$ cat src/rtl/fxts_pkg.sv
package fxts_pkg;

  // What the accumulator does on a given tick.
  typedef enum logic [1:0] {
    ACT_HOLD = 2'd0,
    ACT_STEP = 2'd1,
    ACT_LOAD = 2'd2
  } fxts_act_e;

endpackage

$ cat src/rtl/fxts_scale_reg.sv
module fxts_scale_reg #(
  parameter int unsigned SCALE_W = 32,
  parameter logic [SCALE_W-1:0] RST_VAL = '0
) (
  input  logic               clk_i,
  input  logic               rst_ni,
  input  logic               we_i,
  input  logic [SCALE_W-1:0] din_i,
  output logic [SCALE_W-1:0] scale_o
);

  always_ff @(posedge clk_i or negedge rst_ni) begin
    if (!rst_ni) begin
      scale_o <= RST_VAL;
    end else if (we_i) begin
      scale_o <= din_i;
    end
  end

endmodule

$ cat src/rtl/fxts_step_gen.sv
module fxts_step_gen #(
  parameter int unsigned INT_W   = 64,
  parameter int unsigned FRAC_W  = 24,
  parameter int unsigned SCALE_W = 32
) (
  input  logic                      scale_en_i,
  input  logic [SCALE_W-1:0]        scale_i,
  output logic [INT_W+FRAC_W-1:0]   step_o
);

  localparam int unsigned ACC_W = INT_W + FRAC_W;
  localparam logic [ACC_W-1:0] UNIT_STEP = {{(ACC_W-1){1'b0}}, 1'b1} << FRAC_W;

  // Widen the scale value to the accumulator width.
  function automatic logic [ACC_W-1:0] widen_scale(input logic [SCALE_W-1:0] s);
    logic [ACC_W-1:0] w;
    w = '0;
    for (int i = 0; i < SCALE_W; i++) begin
      if (i < ACC_W) w[i] = s[i];
    end
    return w;
  endfunction

  generate
    if (SCALE_W >= 1) begin : g_scaled
      assign step_o = scale_en_i ? widen_scale(scale_i) : UNIT_STEP;
    end else begin : g_unit
      assign step_o = UNIT_STEP;
    end
  endgenerate

endmodule

$ cat src/rtl/fxts_accum.sv
module fxts_accum
  import fxts_pkg::*;
#(
  parameter int unsigned INT_W  = 64,
  parameter int unsigned FRAC_W = 24
) (
  input  logic                     clk_i,
  input  logic                     rst_ni,
  input  fxts_act_e                act_i,
  input  logic                     ld_lo_i,
  input  logic                     ld_hi_i,
  input  logic [INT_W/2-1:0]       ld_din_i,
  input  logic [INT_W+FRAC_W-1:0]  step_i,
  output logic [INT_W+FRAC_W-1:0]  acc_o
);

  localparam int unsigned ACC_W  = INT_W + FRAC_W;
  localparam int unsigned HALF_W = INT_W / 2;

  // Replace the selected halves of the integer part.
  function automatic logic [INT_W-1:0] merge_halves(
    input logic [INT_W-1:0]  cur,
    input logic [HALF_W-1:0] din,
    input logic              lo,
    input logic              hi
  );
    logic [INT_W-1:0] r;
    r = cur;
    if (lo) r[HALF_W-1:0] = din;
    if (hi) r[INT_W-1:HALF_W] = din;
    return r;
  endfunction

  logic [INT_W-1:0] int_now;
  logic [INT_W-1:0] int_loaded;
  logic [ACC_W-1:0] acc_sum;

  assign int_now    = acc_o[ACC_W-1:FRAC_W];
  assign int_loaded = merge_halves(int_now, ld_din_i, ld_lo_i, ld_hi_i);
  assign acc_sum    = acc_o + step_i;

  always_ff @(posedge clk_i or negedge rst_ni) begin
    if (!rst_ni) begin
      acc_o <= '0;
    end else begin
      unique case (act_i)
        ACT_LOAD: acc_o <= {int_loaded, {FRAC_W{1'b0}}};
        ACT_STEP: acc_o <= acc_sum;
        default:  acc_o <= acc_o;
      endcase
    end
  end

endmodule

$ cat src/rtl/fxts_counter.sv
module fxts_counter
  import fxts_pkg::*;
#(
  parameter int unsigned INT_W   = 64,
  parameter int unsigned FRAC_W  = 24,
  parameter int unsigned SCALE_W = 32
) (
  input  logic               clk_i,
  input  logic               rst_ni,
  input  logic               run_en_i,
  input  logic               scale_en_i,
  input  logic               scale_we_i,
  input  logic [SCALE_W-1:0] scale_din_i,
  input  logic               ld_lo_i,
  input  logic               ld_hi_i,
  input  logic [INT_W/2-1:0] ld_din_i,
  output logic [INT_W-1:0]   tstamp_o
);

  localparam int unsigned ACC_W = INT_W + FRAC_W;
  localparam logic [SCALE_W-1:0] SCALE_ONE = {{(SCALE_W-1){1'b0}}, 1'b1} << FRAC_W;

  // Named events, visible to the checker.
  logic             load_evt;
  logic             step_evt;
  fxts_act_e        act;
  logic [SCALE_W-1:0] scale_q;
  logic [ACC_W-1:0]   step;
  logic [ACC_W-1:0]   acc_q;
  logic [FRAC_W-1:0]  frac_q;

  assign load_evt = ld_lo_i | ld_hi_i;
  assign step_evt = run_en_i & ~load_evt;

  always_comb begin
    if (load_evt)      act = ACT_LOAD;
    else if (run_en_i) act = ACT_STEP;
    else               act = ACT_HOLD;
  end

  fxts_scale_reg #(
    .SCALE_W (SCALE_W),
    .RST_VAL (SCALE_ONE)
  ) u_scale (
    .clk_i   (clk_i),
    .rst_ni  (rst_ni),
    .we_i    (scale_we_i),
    .din_i   (scale_din_i),
    .scale_o (scale_q)
  );

  fxts_step_gen #(
    .INT_W   (INT_W),
    .FRAC_W  (FRAC_W),
    .SCALE_W (SCALE_W)
  ) u_step (
    .scale_en_i (scale_en_i),
    .scale_i    (scale_q),
    .step_o     (step)
  );

  fxts_accum #(
    .INT_W  (INT_W),
    .FRAC_W (FRAC_W)
  ) u_acc (
    .clk_i    (clk_i),
    .rst_ni   (rst_ni),
    .act_i    (act),
    .ld_lo_i  (ld_lo_i),
    .ld_hi_i  (ld_hi_i),
    .ld_din_i (ld_din_i),
    .step_i   (step),
    .acc_o    (acc_q)
  );

  assign tstamp_o = acc_q[ACC_W-1:FRAC_W];
  assign frac_q   = acc_q[FRAC_W-1:0];

endmodule

$ cat config.mk
export PLATFORM = sky130hd
export DESIGN_NAME = fxts_counter
export DESIGN_NICKNAME = d
export VERILOG_FILES = /design/src/rtl/fxts_pkg.sv /design/src/rtl/fxts_scale_reg.sv /design/src/rtl/fxts_step_gen.sv /design/src/rtl/fxts_accum.sv /design/src/rtl/fxts_counter.sv
export SDC_FILE = /design/constraint.sdc
export NUM_CORES = 1
export LEC_CHECK = 0
export ABC_AREA = 1
export BUFFER_PORTS_ARGS = -buffer_cell sky130_fd_sc_hd__buf_2
export CAP_MARGIN = 20
export CORE_MARGIN = 10
export CORE_UTILIZATION = 30
export DETAILED_ROUTE_END_ITERATION = 7
export HOLD_SLACK_MARGIN = 0.08
export PLACE_DENSITY = 0.57
export SETUP_SLACK_MARGIN = 0.5
export SLEW_MARGIN = 0
export SYNTH_ARGS = -nofsm -noshare
export SYNTH_HDL_FRONTEND = slang
export SYNTH_HIERARCHICAL = 1
export SYNTH_SLANG_ARGS = --single-unit
$ cat constraint.sdc
create_clock -name clk_i -period 2.4 [get_ports clk_i]
set_clock_uncertainty 0.05 [all_clocks]
set_input_delay 0.24 -clock clk_i [delete_from_list [all_inputs] [get_ports clk_i]]
set_output_delay 0.24 -clock clk_i [all_outputs]
set_load 0.05 [all_outputs]
-- Word-level counts from Yosys, hierarchy flattened
Cells that the tools add are included.
- bits in registers: 120
- bits in latches: 0
- RAM bits: 0
- bits in read-only memories: 0
- input port bits: 71
- output and inout bits: 64
- word-level logic and storage cells: 19
- memories kept: 0
- add/sub/neg operators: 1
- $mul: 0
- div/mod/pow operators: 0
- magnitude comparators: 0
- equality and inequality tests: 4
- shifts and indexed selects: 0
- mux-type cells: 6
- bitwise gates (word level): 1
- reduce and logical (&&, ||, !) cells: 3
- operators with widths (kind ; number):
    $pmux 88 s2 ; 1
    $mux 32 ; 3
    $add 88x32->88 ; 1
    $ne 2x2->1 const B ; 2
    $reduce_and 2->1 ; 2
    $eq 2x1->1 const B ; 1
    $eq 2x2->1 const B ; 1
    $mux 2 ; 1
    $reduce_bool 2->1 ; 1
    $mux 1 ; 1
    $or 1x1->1 ; 1

-- Logic depth before layout (Yosys ltp)
Gate-level depths: netlist of run 1.
- depth after elaboration: 5
- depth in mapped cells: 19
- mapped depth without buffers: 18

-- Hierarchy
The synthesis of run 1 kept the hierarchy.
- modules (own cells, without submodules) (module ; instances ; cells each ; area an instance (um^2) ; seq. area each (um^2)):
    fxts_accum ; 1 ; 2348 ; 12482.0 ; 2202.1
    fxts_scale_reg ; 1 ; 136 ; 1293.7 ; 802.0
    fxts_step_gen ; 1 ; 124 ; 698.2 ; 0.0
    fxts_counter ; 1 ; 5 ; 23.8 ; 0.0

-- Least setup slack after synthesis of run 1
Ideal clock, no wire load.
- path type: register -> register
- from: register u_scale.scale_o[0]
- to: register u_acc.acc_o[48]
- setup time: 0.121 ns
- arrival time: 2.120 ns
- data required time: 2.229 ns
- setup slack: 0.108 ns
- cell stages (with the launch flop): 16
- path buffers: 0
- clock period less this slack: 2.292 ns
- path through: dfrtp_1 -> nand2_1 -> inv_1 -> ha_1 -> fa_1 -> nand2_1 -> nand3_1 -> nand3_1 -> nand2_2 -> nand2_1 -> nand2_1 -> nand2_1 -> nand3_2 -> or2_2 -> nand3_1 -> a21oi_1
- longest elaborated chain between the ends: 3
- RTL lines (element ; line ; RTL):
    start: declaration ; fxts_scale_reg.sv:9 ; output logic [SCALE_W-1:0] scale_o
    start signal: assignment ; fxts_scale_reg.sv:16 ; scale_o <= din_i;
    $mux 32 ; fxts_step_gen.sv:26 ; assign step_o = scale_en_i ? widen_scale(scale_i) : UNIT_STEP;
    via step[0] ; fxts_counter.sv:28 ; logic [ACC_W-1:0] step;
    $add 88x32->88 ; fxts_accum.sv:40 ; assign acc_sum = acc_o + step_i;
    $pmux 88 s2 ; fxts_accum.sv:46 ; unique case (act_i)
    end signal: assignment ; fxts_accum.sv:47 ; ACT_LOAD: acc_o <= {int_loaded, {FRAC_W{1'b0}}};
    end signal: assignment ; fxts_accum.sv:48 ; ACT_STEP: acc_o <= acc_sum;
    end signal: assignment ; fxts_accum.sv:49 ; default: acc_o <= acc_o;
    end: declaration ; fxts_accum.sv:14 ; output logic [INT_W+FRAC_W-1:0] acc_o
The timed path passes the listed nets, and every way through them passes these cells.
A chain may end at the register's enable or synchronous reset.

-- Worst setup path in the final report of run 1
- from: register u_scale.scale_o[0]
- to: register u_acc.acc_o[52]
Same word-level chain as after synthesis.

==> impl_metrics.py, run 1 <==
metrics = {
    "critical_path": {
        "end_kind": "register",
        "r2r-end": "u_acc/acc_o[52]",
        "crit_required_ps": 2760,
        "r2r_slack_ps": -20,
        "crit_type": "register to register",
        "crit_fanout": 4,
        "endpoint": "u_acc/acc_o[52]",
        "critPathLaunch": "u_scale/scale_o[0]",
        "cp-start-kind": "register",
        "rr_worst_depth": 15,
        "r2r-start": "u_scale/scale_o[0]",
        "critPathArrivalTime_ps": 2790,
    },
    "logic_synthesis": {
        "yosysTopAreaCell": "nand2_1",
        "yosysMostFrequentCell": "nand2_1",
        "synthMuxAreaShare_pct": 0,
        "synth-edff-count": 0,
        "syn_inst": 2613,
        "synth_top_cell_area_share_pct": 26.1,
        "syn_area_um2": 14500,
        "synth_compound_area_share_pct": 7.83,
        "synth_top_family_by_area": "simple AND/OR/NAND/NOR gates",
        "synth.avg_cell_area_um2": 5.55,
        "synth_ff_type": "dfrtp_1",
        "synth_seq_cells": 120,
        "synth_xor_area_share_pct": 0.785,
        "synthTopCellsByArea": "nand2_1, dfrtp_1, inv_1",
        "yosys.area_share.simple_pct": 44.7,
        "synth_warnings": 6,
        "async_flop_share_pct": 100,
        "synth_cell_type_count": 45,
        "synth-adder-area-share_pct": 7.82,
        "yosysSeqAreaShare_pct": 20.7,
        "netlist_top_cells_count": "nand2_1, inv_1, nor2_1, a21oi_1, dfrtp_1",
    },
    "sta": {
        "slew_viol_final": 0,
        "fin_crit_sh_pct": 101,
        "max_freq_mhz": 413,
        "max_slew_margin_pct": 47.1,
        "fin_setup_tns_ps": -42.9,
        "rsz0062_at_grt": "true",
        "finalHoldViolCount": 0,
        "fin_ws_ps": -22.7,
        "setup_viol_count_final": 3,
        "fin_crit_ps": 2420,
        "tightest_slew_ps": 793,
    },
    "global_routing": {
        "gr-total-overflow": 0,
        "grt_max_degree": 77,
        "antenna_found_initial": 0,
        "grt_use_total_pct": 20.7,
        "grt_pass1_wl_mm": 90.7,
        "grt_pass1_vias": 15800,
    },
    "place": {
        "place_congestion": 0.995,
        "hpwlAfterDp_mm": 48.0,
        "portBuffers": 134,
    },
    "route": {
        "drt_iter0_markers": 1046,
        "final_antenna_net_count": 0,
        "met3RoutedLength_mm": 4.28,
        "via_count": 16800,
        "vias_per_cell": 4.62,
        "top_layer": "met4",
        "wl_mm": 59.9,
        "wl_met2_mm": 25.9,
        "avgRoutedWirePerCell_um": 16.5,
        "met1_length_mm": 28.7,
        "drc_errors": 0,
        "drtPass1Iterations": 6,
    },
    "cells_and_area": {
        "multiInputGateArea_um2": 12000,
        "fill_cells": 4918,
        "final_nets": 3168,
        "utilization_pct": 45.2,
        "drive_above_1_share_pct": 36.4,
        "syn_to_final_growth_pct": 48.9,
        "num_antenna_cells": 0,
        "seq_area_um2": 3070,
    },
    "cts": {
        "cts_buffers": 17,
        "clock_sinks": 120,
        "cts_max_level": 4,
        "clockBufferDepth": 2,
        "cts-root-buf": "clkbuf_16",
        "cts_tree": "done",
        "clock_latency_ps": 490,
        "cts.clk_slew.worst_paths_ps": 70,
    },
    "flow_run": {
        "drv_cap": 0,
    },
    "floorplan": {
        "die_y_um": 240,
        "ioPinCount": 135,
        "dieArea_um2": 57500,
        "rows": 80,
        "die_w_um": 240,
        "core-area_um2": 47700,
        "start_util_pct": 30.4,
    },
    "power": {
        "p_seq_share_pct": 21.7,
        "switching_power_w": 0.00527,
        "vdd_drop_max_mv": 0.499,
        "power.internal_w": 0.00627,
        "clkPwrFrac_pct": 25.2,
        "power.share.switching_pct": 45.7,
        "leakage_nw": 11.7,
        "power_density_nw_per_um2": 535,
        "p_comb_share_pct": 53.2,
    },
    "hold_path": {
        "hold_class": "primary input to register",
    },
    "outcome": {
        "violations": "negative setup slack",
        "status": "finished, violations left",
    },
}
-- logic make-up (layout without fill, tap and decap cells) --
logic type,count (synthesis),count (layout)
and+or+nand+nor,1559,1559
other,1,56
buffers and inverters,616,968
AOI/OAI and AO/OA,214,214
xor gates and xnor gates,13,13
adders and majority gates,90,90
DFF,120,120
-- layout make-up --
cell class / count / area share [%]
Inverter: 520 / 9.14
Sequential cell: 120 / 14.2
Clock buffer: 24 / 2.28
Clock inverter: 8 / 0.667
Tap cell: 615 / 3.56
Multi-Input combinational cell: 1932 / 55.4
Timing Repair Buffer: 416 / 14.7
-- worst min path at each step --
stage | from | end | slack (ps) | cells past startpoint
2_1_floorplan | rst_ni | u_acc/acc_o[0] | -110 | 0
6_report | ld_din_i[24] | u_acc/acc_o[80] | 150 | 5
3_3_place_gp | rst_ni | u_acc/acc_o[21] | 270 | 1
5_1_grt | ld_din_i[15] | u_acc/acc_o[71] | 170 | 5
3_5_place_dp | rst_ni | u_acc/acc_o[21] | 270 | 1
4_1_cts | ld_din_i[12] | u_acc/acc_o[68] | 80 | 5
-- worst max-delay path: stages (launching register included) --
cell      delay (ps)
dfrtp_1          390
nand2_1           70
inv_1             40
ha_2             190
fa_2             450
nand2_2          100
nand3_2           80
and2_4           150
nand3b_1          90
nand3_2          130
buf_6            160
nand3_2           60
nand3_1           70
nand2_1           80
nand3_2           90
a21oi_1          150
-- through the flow --
| step | hold WS (ps) | power (W) | cell area [µm²] | instances | setup slack [ps] |
|---|---|---|---|---|---|
| after global placement | 267 | 0.00737 | 17600 | 3491 | -182 |
| after floorplan | -106 | 0.00599 | 15500 | 2668 | 215 |
| after detailed placement | 272 | 0.00739 | 17600 | 3491 | -226 |
| after global routing | 173 | 0.0122 | 21600 | 3635 | -128 |
| final | 148 | 0.0115 | 21600 | 3635 | -22.7 |
| after CTS | 83.8 | 0.0107 | 20000 | 3605 | 34.3 |
-- power groups by stage --
stage	Combinational, W	Sequential [W]	Clock (W)
after floorplan	0.00293	0.00306	0
after global routing	0.00666	0.00253	0.00305
final	0.00614	0.00250	0.00290
after detailed placement	0.00486	0.00253	0
after global placement	0.00484	0.00253	0
after CTS	0.00526	0.00250	0.00299
-- registers in the layout (all words and copies together), names as in the netlist --
signal and cells:
u_scale/scale_o 32, u_acc/acc_o 88
-- layer usage --
layer	GRT usage (%)	up-vias
met5	0	-
li1	-	8547
met4	5.43	0
met1	29.5	7695
met3	3.87	59
met2	31.2	492
-- layout by cell type (no fill, tap or decap), types with 6 or more instances in the layout --
cell type / count
a21oi_1: 100
a21oi_2: 62
buf_12: 8
buf_2: 133
buf_4: 178
buf_6: 37
clkbuf_16: 17
conb_1: 56
dfrtp_1: 65
dfrtp_2: 54
dlygate4sd3_1: 60
ha_1: 31
ha_2: 12
ha_4: 46
inv_1: 449
inv_2: 61
nand2_1: 785
nand2_2: 172
nand2_4: 74
nand3_1: 45
nand3_2: 61
nand3_4: 28
nand3b_1: 6
nand4_1: 10
nor2_1: 242
nor2_2: 40
nor2_4: 47
nor3_1: 9
nor3_2: 8
o21ai_0: 7
o21ai_1: 14
o21bai_1: 10
o31ai_1: 8
or2_4: 15
-- timing repair --
| item | 4_1_cts | 5_1_grt |
|---|---|---|
| resized for setup | 293 | 372 |
| buffers inserted | 22 | 30 |
| hold buffers | 60 | 0 |
| setup endpoints to repair | 81 | 83 |
| pin swaps | 116 | 215 |
| hold endpoints to repair | 112 | 0 |
No activity file was read; power rests on OpenSTA's default activity.
==> run 2: changes to the inputs <==
BUFFER_PORTS_ARGS = -buffer_cell sky130_fd_sc_hd__buf_4   (was -buffer_cell sky130_fd_sc_hd__buf_2)
CAP_MARGIN = default   (was 20)
CORE_UTILIZATION = 45   (was 30)
PLACE_DENSITY = 0.75   (was 0.57)
==> run 2 against run 1 <==
  * The flow still finishes with violations (negative setup slack)
  * Register-to-register slack worse by 20 ps
  * Combinational power down 3%
  * Clock power fell by 7%
  * Critical path depth up 1
  * Sequential power barely moved
  * Setup slack lost 17 ps
  * Routed wire length barely moved
  * Cell area shrank 5.0%
  * Power down 3.1%
  * Non-clock buffer count is 52 lower
  * Die area shrank 31%
  * Maximum frequency fell by 0.69%
  * Critical path type unchanged
==> impl_metrics.py, run 2 (synthesis gave the netlist of run 1 again) <==
metrics = {
    "critical_path": {
        "critPathArrivalTime_ps": 2760,
        "crit_type": "register to register",
        "r2r-start": "u_scale/scale_o[0]",
        "crit_chain": "nand2_1 > inv_1 > ha_2 > fa_2 > nand2_2 > nand3_2 > nand3_2 > nand2_4 > nand2_2 > nand3_2 > nand2_2 > nand2_4 > buf_4 > xor2_1 > nand2_1 > a21oi_1",
        "max_stage_delay_ps": 390,
        "crit_slowest_cell": "fa_2",
        "critPathLaunch": "u_scale/scale_o[0]",
        "crit_family": "simple AND/OR/NAND/NOR gates",
        "end_kind": "register",
        "cp-start-kind": "register",
        "crit_fanout": 5,
        "critPathBufInv": 2,
        "crit_required_ps": 2720,
    },
    "cts": {
        "clock_latency_ps": 460,
        "cts_tree": "done",
        "clock_sinks": 120,
        "cts_buffers": 17,
        "cts.clk_slew.worst_paths_ps": 60,
        "clockBufferDepth": 2,
        "cts-root-buf": "clkbuf_16",
        "cts_max_level": 4,
    },
    "floorplan": {
        "ioPinCount": 135,
        "start_util_pct": 45.8,
        "rows": 65,
        "die_y_um": 199,
        "dieArea_um2": 39800,
        "core-area_um2": 31600,
        "die_w_um": 199,
    },
    "place": {
        "place_area_um2": 17300,
        "hpwlAfterDp_mm": 46.5,
        "place_ws_ps": -353,
        "place_congestion": 1.05,
        "portBuffers": 134,
    },
    "flow_run": {
        "drv_cap": 0,
    },
    "power": {
        "p_comb_share_pct": 53.4,
        "finalPower_w": 0.0112,
        "leakage_nw": 11.3,
        "power.share.switching_pct": 46.6,
        "clkPwrFrac_pct": 24.2,
        "p_seq_share_pct": 22.5,
        "vdd_drop_max_mv": 0.525,
        "switching_power_w": 0.00521,
        "power.internal_w": 0.00597,
        "power_density_nw_per_um2": 545,
    },
    "sta": {
        "finalHoldViolCount": 0,
        "fin_crit_ps": 2440,
        "tightest_slew_ps": 776,
        "max_slew_margin_pct": 48.2,
        "fin_ws_ps": -39.6,
        "fin_crit_sh_pct": 102,
        "rsz0062_at_grt": "true",
        "max_freq_mhz": 410,
        "slew_viol_final": 0,
        "setup_viol_count_final": 3,
    },
    "cells_and_area": {
        "final_cell_mix": "nand2_1, inv_1, buf_4",
        "seq_area_um2": 3070,
        "design_area_um2": 20500,
        "drive_above_1_share_pct": 33.2,
        "syn_to_final_growth_pct": 41.4,
        "largest_reg_flops": 88,
        "fill_cells": 2828,
        "final_common_cell": "nand2_1",
        "reg_top3": "u_acc/acc_o x88, u_scale/scale_o x32",
        "multiInputGateArea_um2": 11400,
        "num_antenna_cells": 0,
        "final_nets": 3116,
        "regMostFlops": "u_acc/acc_o",
    },
    "global_routing": {
        "grt_use_total_pct": 29.8,
        "antenna_found_initial": 0,
        "grt_pass1_vias": 16600,
        "grt_max_degree": 121,
        "gr-total-overflow": 0,
        "grt_pass1_wl_mm": 91.0,
    },
    "hold_path": {
        "hold_class": "primary input to register",
        "hold_path_startpoint": "ld_din_i[17]",
    },
    "route": {
        "vias_per_cell": 5.19,
        "drt_iter0_markers": 1748,
        "drc_errors": 0,
        "final_antenna_net_count": 0,
        "avgRoutedWirePerCell_um": 17.8,
        "via_count": 17500,
        "wl_mm": 59.9,
        "drtPass1Iterations": 6,
    },
    "outcome": {
        "status": "finished, violations left",
        "violations": "negative setup slack",
    },
}
## run 2: changes by cell type in the layout (fill, tap and decap cells not counted), sizes merged
cell | previous run | this run
clkbuf | 24 | 20
bufinv | 4 | 2
buf | 356 | 319
clkinvlp | 0 | 2
inv | 516 | 519
dlygate4sd3 | 60 | 45
clkinv | 8 | 9
## run 2: worst paths after layout
check	to	cells past startpoint	slack, ps
max in group asynchronous	u_acc/acc_o[74]	3	1310
max reg2reg	u_acc/acc_o[40]	16	-40
min reg2reg	u_scale/scale_o[11]	2	420
min	u_acc/acc_o[41]	3	80
min in group asynchronous	u_acc/acc_o[21]	3	390
max	u_acc/acc_o[40]	16	-40
## run 2: area by class of cell
class,instances,area share (%)
multi-input cells,1932,55.7
flip-flops and latches,120,15.0
repair buffers,364,14.4
inverters,520,9.59
well taps,402,2.45
clock buffers,20,2.23
clock inverters,12,0.690
## run 2: repair_timing
item,CTS,global route
buffers inserted,28,22
endpoints found under the setup margin,81,84
hold buffers,45,0
pin swaps,90,82
endpoints found under the hold margin,170,0
resized for setup,320,203
## run 2: power groups by stage
| stage | logic [W] | clock network, W | registers (W) |
|---|---|---|---|
| 2_1_floorplan | 0.00293 | 0 | 0.00306 |
| 3_3_place_gp | 0.00475 | 0 | 0.00254 |
| 3_5_place_dp | 0.00481 | 0 | 0.00254 |
| 4_1_cts | 0.00524 | 0.00275 | 0.00251 |
| 5_1_grt | 0.00645 | 0.00282 | 0.00254 |
| 6_report | 0.00597 | 0.00270 | 0.00251 |
## run 2: metrics by stage
stage	util [%]	setup TNS (ps)	hold slack, ps	std cells
floorplan	-	0	-106	2668
global placement	54.8	-5320	346	3243
detailed placement	54.8	-7790	353	3243
CTS	62.4	0	82.6	3348
global route	64.8	-1500	98.2	3370
finish	64.8	-74.1	83.0	3370
## run 2: worst register-to-register path: cells and delay by family (launching register included)
family,cells,cell delay [ps]
AOI/OAI and AO/OA,1,130
xor gates and xnor gates,1,140
adders and majority gates,2,570
buffers and inverters,2,210
DFF,1,380
and+or+nand+nor,10,880
## run 2: per-layer routing
metal  part of all wire, %  global-route usage [%]  vias to the layer above  wire (µm)
li1                      -                       -                     8438          -
met1                    44                    41.1                     8168      26200
met2                    44                    46.1                      781      26200
met3                   9.5                    5.15                      113       5720
met4                   3.0                    9.59                        0       1770
met5                     0                       0                        -          0
==> run 3: changes to the inputs <==
CAP_MARGIN = 20   (was default)
MAX_ROUTING_LAYER = met4   (was default)
==> run 3 against run 2 <==
  * Cell area grew 1.2%
  * The run still ends with negative setup slack left
  * Power grew 2.4%
  * Global-route usage grew 0.89 points
  * Setup slack lost 42 ps
  * Critical path depth grew 1
  * Register-to-register slack lost 40 ps
  * Critical endpoint is now u_acc/acc_o[56]
  * Largest cell class unchanged
  * Critical path type unchanged
  * Combinational power grew 2%
==> impl_metrics.py, run 3 (synthesis gave the netlist of run 1 again) <==
metrics = {
    "sta": {
        "rsz0062_at_grt": "true",
        "fin_crit_sh_pct": 103,
        "fin_setup_tns_ps": -567,
        "finalHoldViolCount": 0,
        "slew_viol_final": 0,
        "setup_viol_count_final": 18,
        "max_freq_mhz": 403,
        "fin_ws_ps": -82.0,
        "tightest_slew_ps": 754,
        "fin_crit_ps": 2480,
        "max_slew_margin_pct": 49.7,
    },
    "outcome": {
        "status": "finished, violations left",
        "violations": "negative setup slack",
    },
    "power": {
        "vdd_drop_max_mv": 0.530,
        "power.internal_w": 0.00611,
        "power_density_nw_per_um2": 551,
        "switching_power_w": 0.00534,
        "leakage_nw": 11.4,
        "power.share.switching_pct": 46.7,
        "p_seq_share_pct": 21.9,
        "p_comb_share_pct": 53.2,
        "clkPwrFrac_pct": 24.9,
    },
    "critical_path": {
        "rr_worst_depth": 17,
        "r2r_slack_ps": -80,
        "max_stage_delay_ps": 440,
        "r2r-start": "u_scale/scale_o[0]",
        "end_kind": "register",
        "crit_type": "register to register",
        "cp-start-kind": "register",
        "r2r-end": "u_acc/acc_o[56]",
        "crit_required_ps": 2730,
        "crit_slowest_cell": "fa_2",
        "critPathArrivalTime_ps": 2820,
        "crit_chain": "nand2_1 > inv_1 > ha_2 > fa_2 > nand2_2 > nand3_2 > nand3_2 > nand2_4 > nand2_2 > nand3_2 > nand2_2 > nand2_4 > nand2_2 > nand2_1 > nand2_1 > nand3_2 > a21oi_2",
        "crit_fanout": 5,
    },
    "cells_and_area": {
        "fill_cells": 2812,
        "final_nets": 3125,
        "design_area_um2": 20800,
        "multiInputGateArea_um2": 11500,
        "reg_top3": "u_acc/acc_o x88, u_scale/scale_o x32",
        "num_antenna_cells": 0,
        "final_common_cell": "nand2_1",
        "drive_above_1_share_pct": 33.3,
        "utilization_pct": 65.6,
        "syn_to_final_growth_pct": 43.2,
        "final_cell_mix": "nand2_1, inv_1, buf_4",
        "largest_reg_flops": 88,
        "fin_cells": 3379,
        "regMostFlops": "u_acc/acc_o",
        "seq_area_um2": 3070,
    },
    "floorplan": {
        "die_w_um": 199,
        "die_y_um": 199,
        "ioPinCount": 135,
        "core-area_um2": 31600,
        "start_util_pct": 45.8,
        "rows": 65,
        "dieArea_um2": 39800,
    },
    "flow_run": {
        "drv_cap": 0,
    },
    "hold_path": {
        "hold_path_startpoint": "ld_din_i[27]",
        "hold_class": "primary input to register",
        "hold_depth": 5,
        "min_to": "u_acc/acc_o[83]",
    },
    "global_routing": {
        "grt_pass1_wl_mm": 90.5,
        "grt_use_total_pct": 30.7,
        "gr-total-overflow": 0,
        "grt_pass1_vias": 16800,
        "antenna_found_initial": 0,
        "grt_max_degree": 121,
    },
    "cts": {
        "cts_buffers": 17,
        "clockBufferDepth": 2,
        "cts-root-buf": "clkbuf_16",
        "clock_sinks": 120,
        "clock_latency_ps": 460,
        "cts_tree": "done",
        "cts_max_level": 4,
        "cts.clk_slew.worst_paths_ps": 70,
    },
    "place": {
        "portBuffers": 134,
        "place_area_um2": 17400,
        "post-place-cells": 3245,
        "hpwlAfterDp_mm": 46.8,
        "place_congestion": 1.04,
        "place_ws_ps": -266,
    },
    "route": {
        "final_antenna_net_count": 0,
        "avgRoutedWirePerCell_um": 18.2,
        "wl_mm": 61.6,
        "vias_per_cell": 5.19,
        "drtPass1Iterations": 5,
        "via_count": 17500,
        "drc_errors": 0,
        "drt_iter0_markers": 1785,
    },
}
## run 3: cell types whose count changed in the layout (fill, tap and decap cells not counted), sizes merged
cell	change
buf	+8
inv	+3
clkbuf	-2
bufinv	+1
clkinv	-1
clkinvlp	-1
dlygate4sd3	+1
## run 3: worst max path at each step
| stage | from | endpoint | slack, ps |
|---|---|---|---|
| floorplan | u_scale/scale_o[0] | u_acc/acc_o[48] | 210 |
| global placement | scale_en_i | u_acc/acc_o[56] | -260 |
| detailed placement | scale_en_i | u_acc/acc_o[56] | -270 |
| CTS | u_scale/scale_o[0] | u_acc/acc_o[56] | 20 |
| global route | u_scale/scale_o[0] | u_acc/acc_o[40] | -160 |
| finish | u_scale/scale_o[0] | u_acc/acc_o[56] | -80 |
## run 3: power groups by stage
| stage | Sequential [W] | Clock, W | Combinational, W |
|---|---|---|---|
| global placement | 0.00253 | 0 | 0.00479 |
| CTS | 0.00250 | 0.00287 | 0.00527 |
| global route | 0.00253 | 0.00296 | 0.00656 |
| detailed placement | 0.00254 | 0 | 0.00485 |
| finish | 0.00251 | 0.00284 | 0.00609 |
| floorplan | 0.00306 | 0 | 0.00293 |
## run 3: metrics by stage
step | hold WS [ps] | power (W)
after floorplan | -106 | 0.00599
after global placement | 349 | 0.00732
after detailed placement | 354 | 0.00739
after CTS | 104 | 0.0106
after global routing | 127 | 0.0121
final | 120 | 0.0114
## run 3: cell type report
cell class              count  area share (%)
inverters                 520            9.53
multi-input cells        1932            55.3
well taps                 402            2.42
clock buffers              18            2.12
clock inverters            14           0.892
flip-flops and latches    120            14.8
repair buffers            373            14.9
## run 3: repair_timing
item / 4_1_cts / 5_1_grt
setup endpoints to repair: 83 / 83
hold buffers: 46 / 0
gates resized for setup: 320 / 234
endpoints found under the hold margin: 170 / 0
pin swaps: 104 / 96
buffers inserted: 31 / 25
## run 3: critical path, delay by kind of cell (launching register included)
family | cells | cell delay, ps
simple gates | 13 | 1120
fa+ha+maj | 2 | 630
flops | 1 | 410
buf+inv | 1 | 40
compound gates | 1 | 150
## run 3: layer usage
layer / vias up / track usage, % / share of wire (%)
met3: 120 / 8.19 / 9.5
met4: 0 / 10.6 / 2.9
met5: - / - / 0
li1: 8450 / - / -
met1: 8223 / 38.9 / 43
met2: 729 / 46.3 / 44
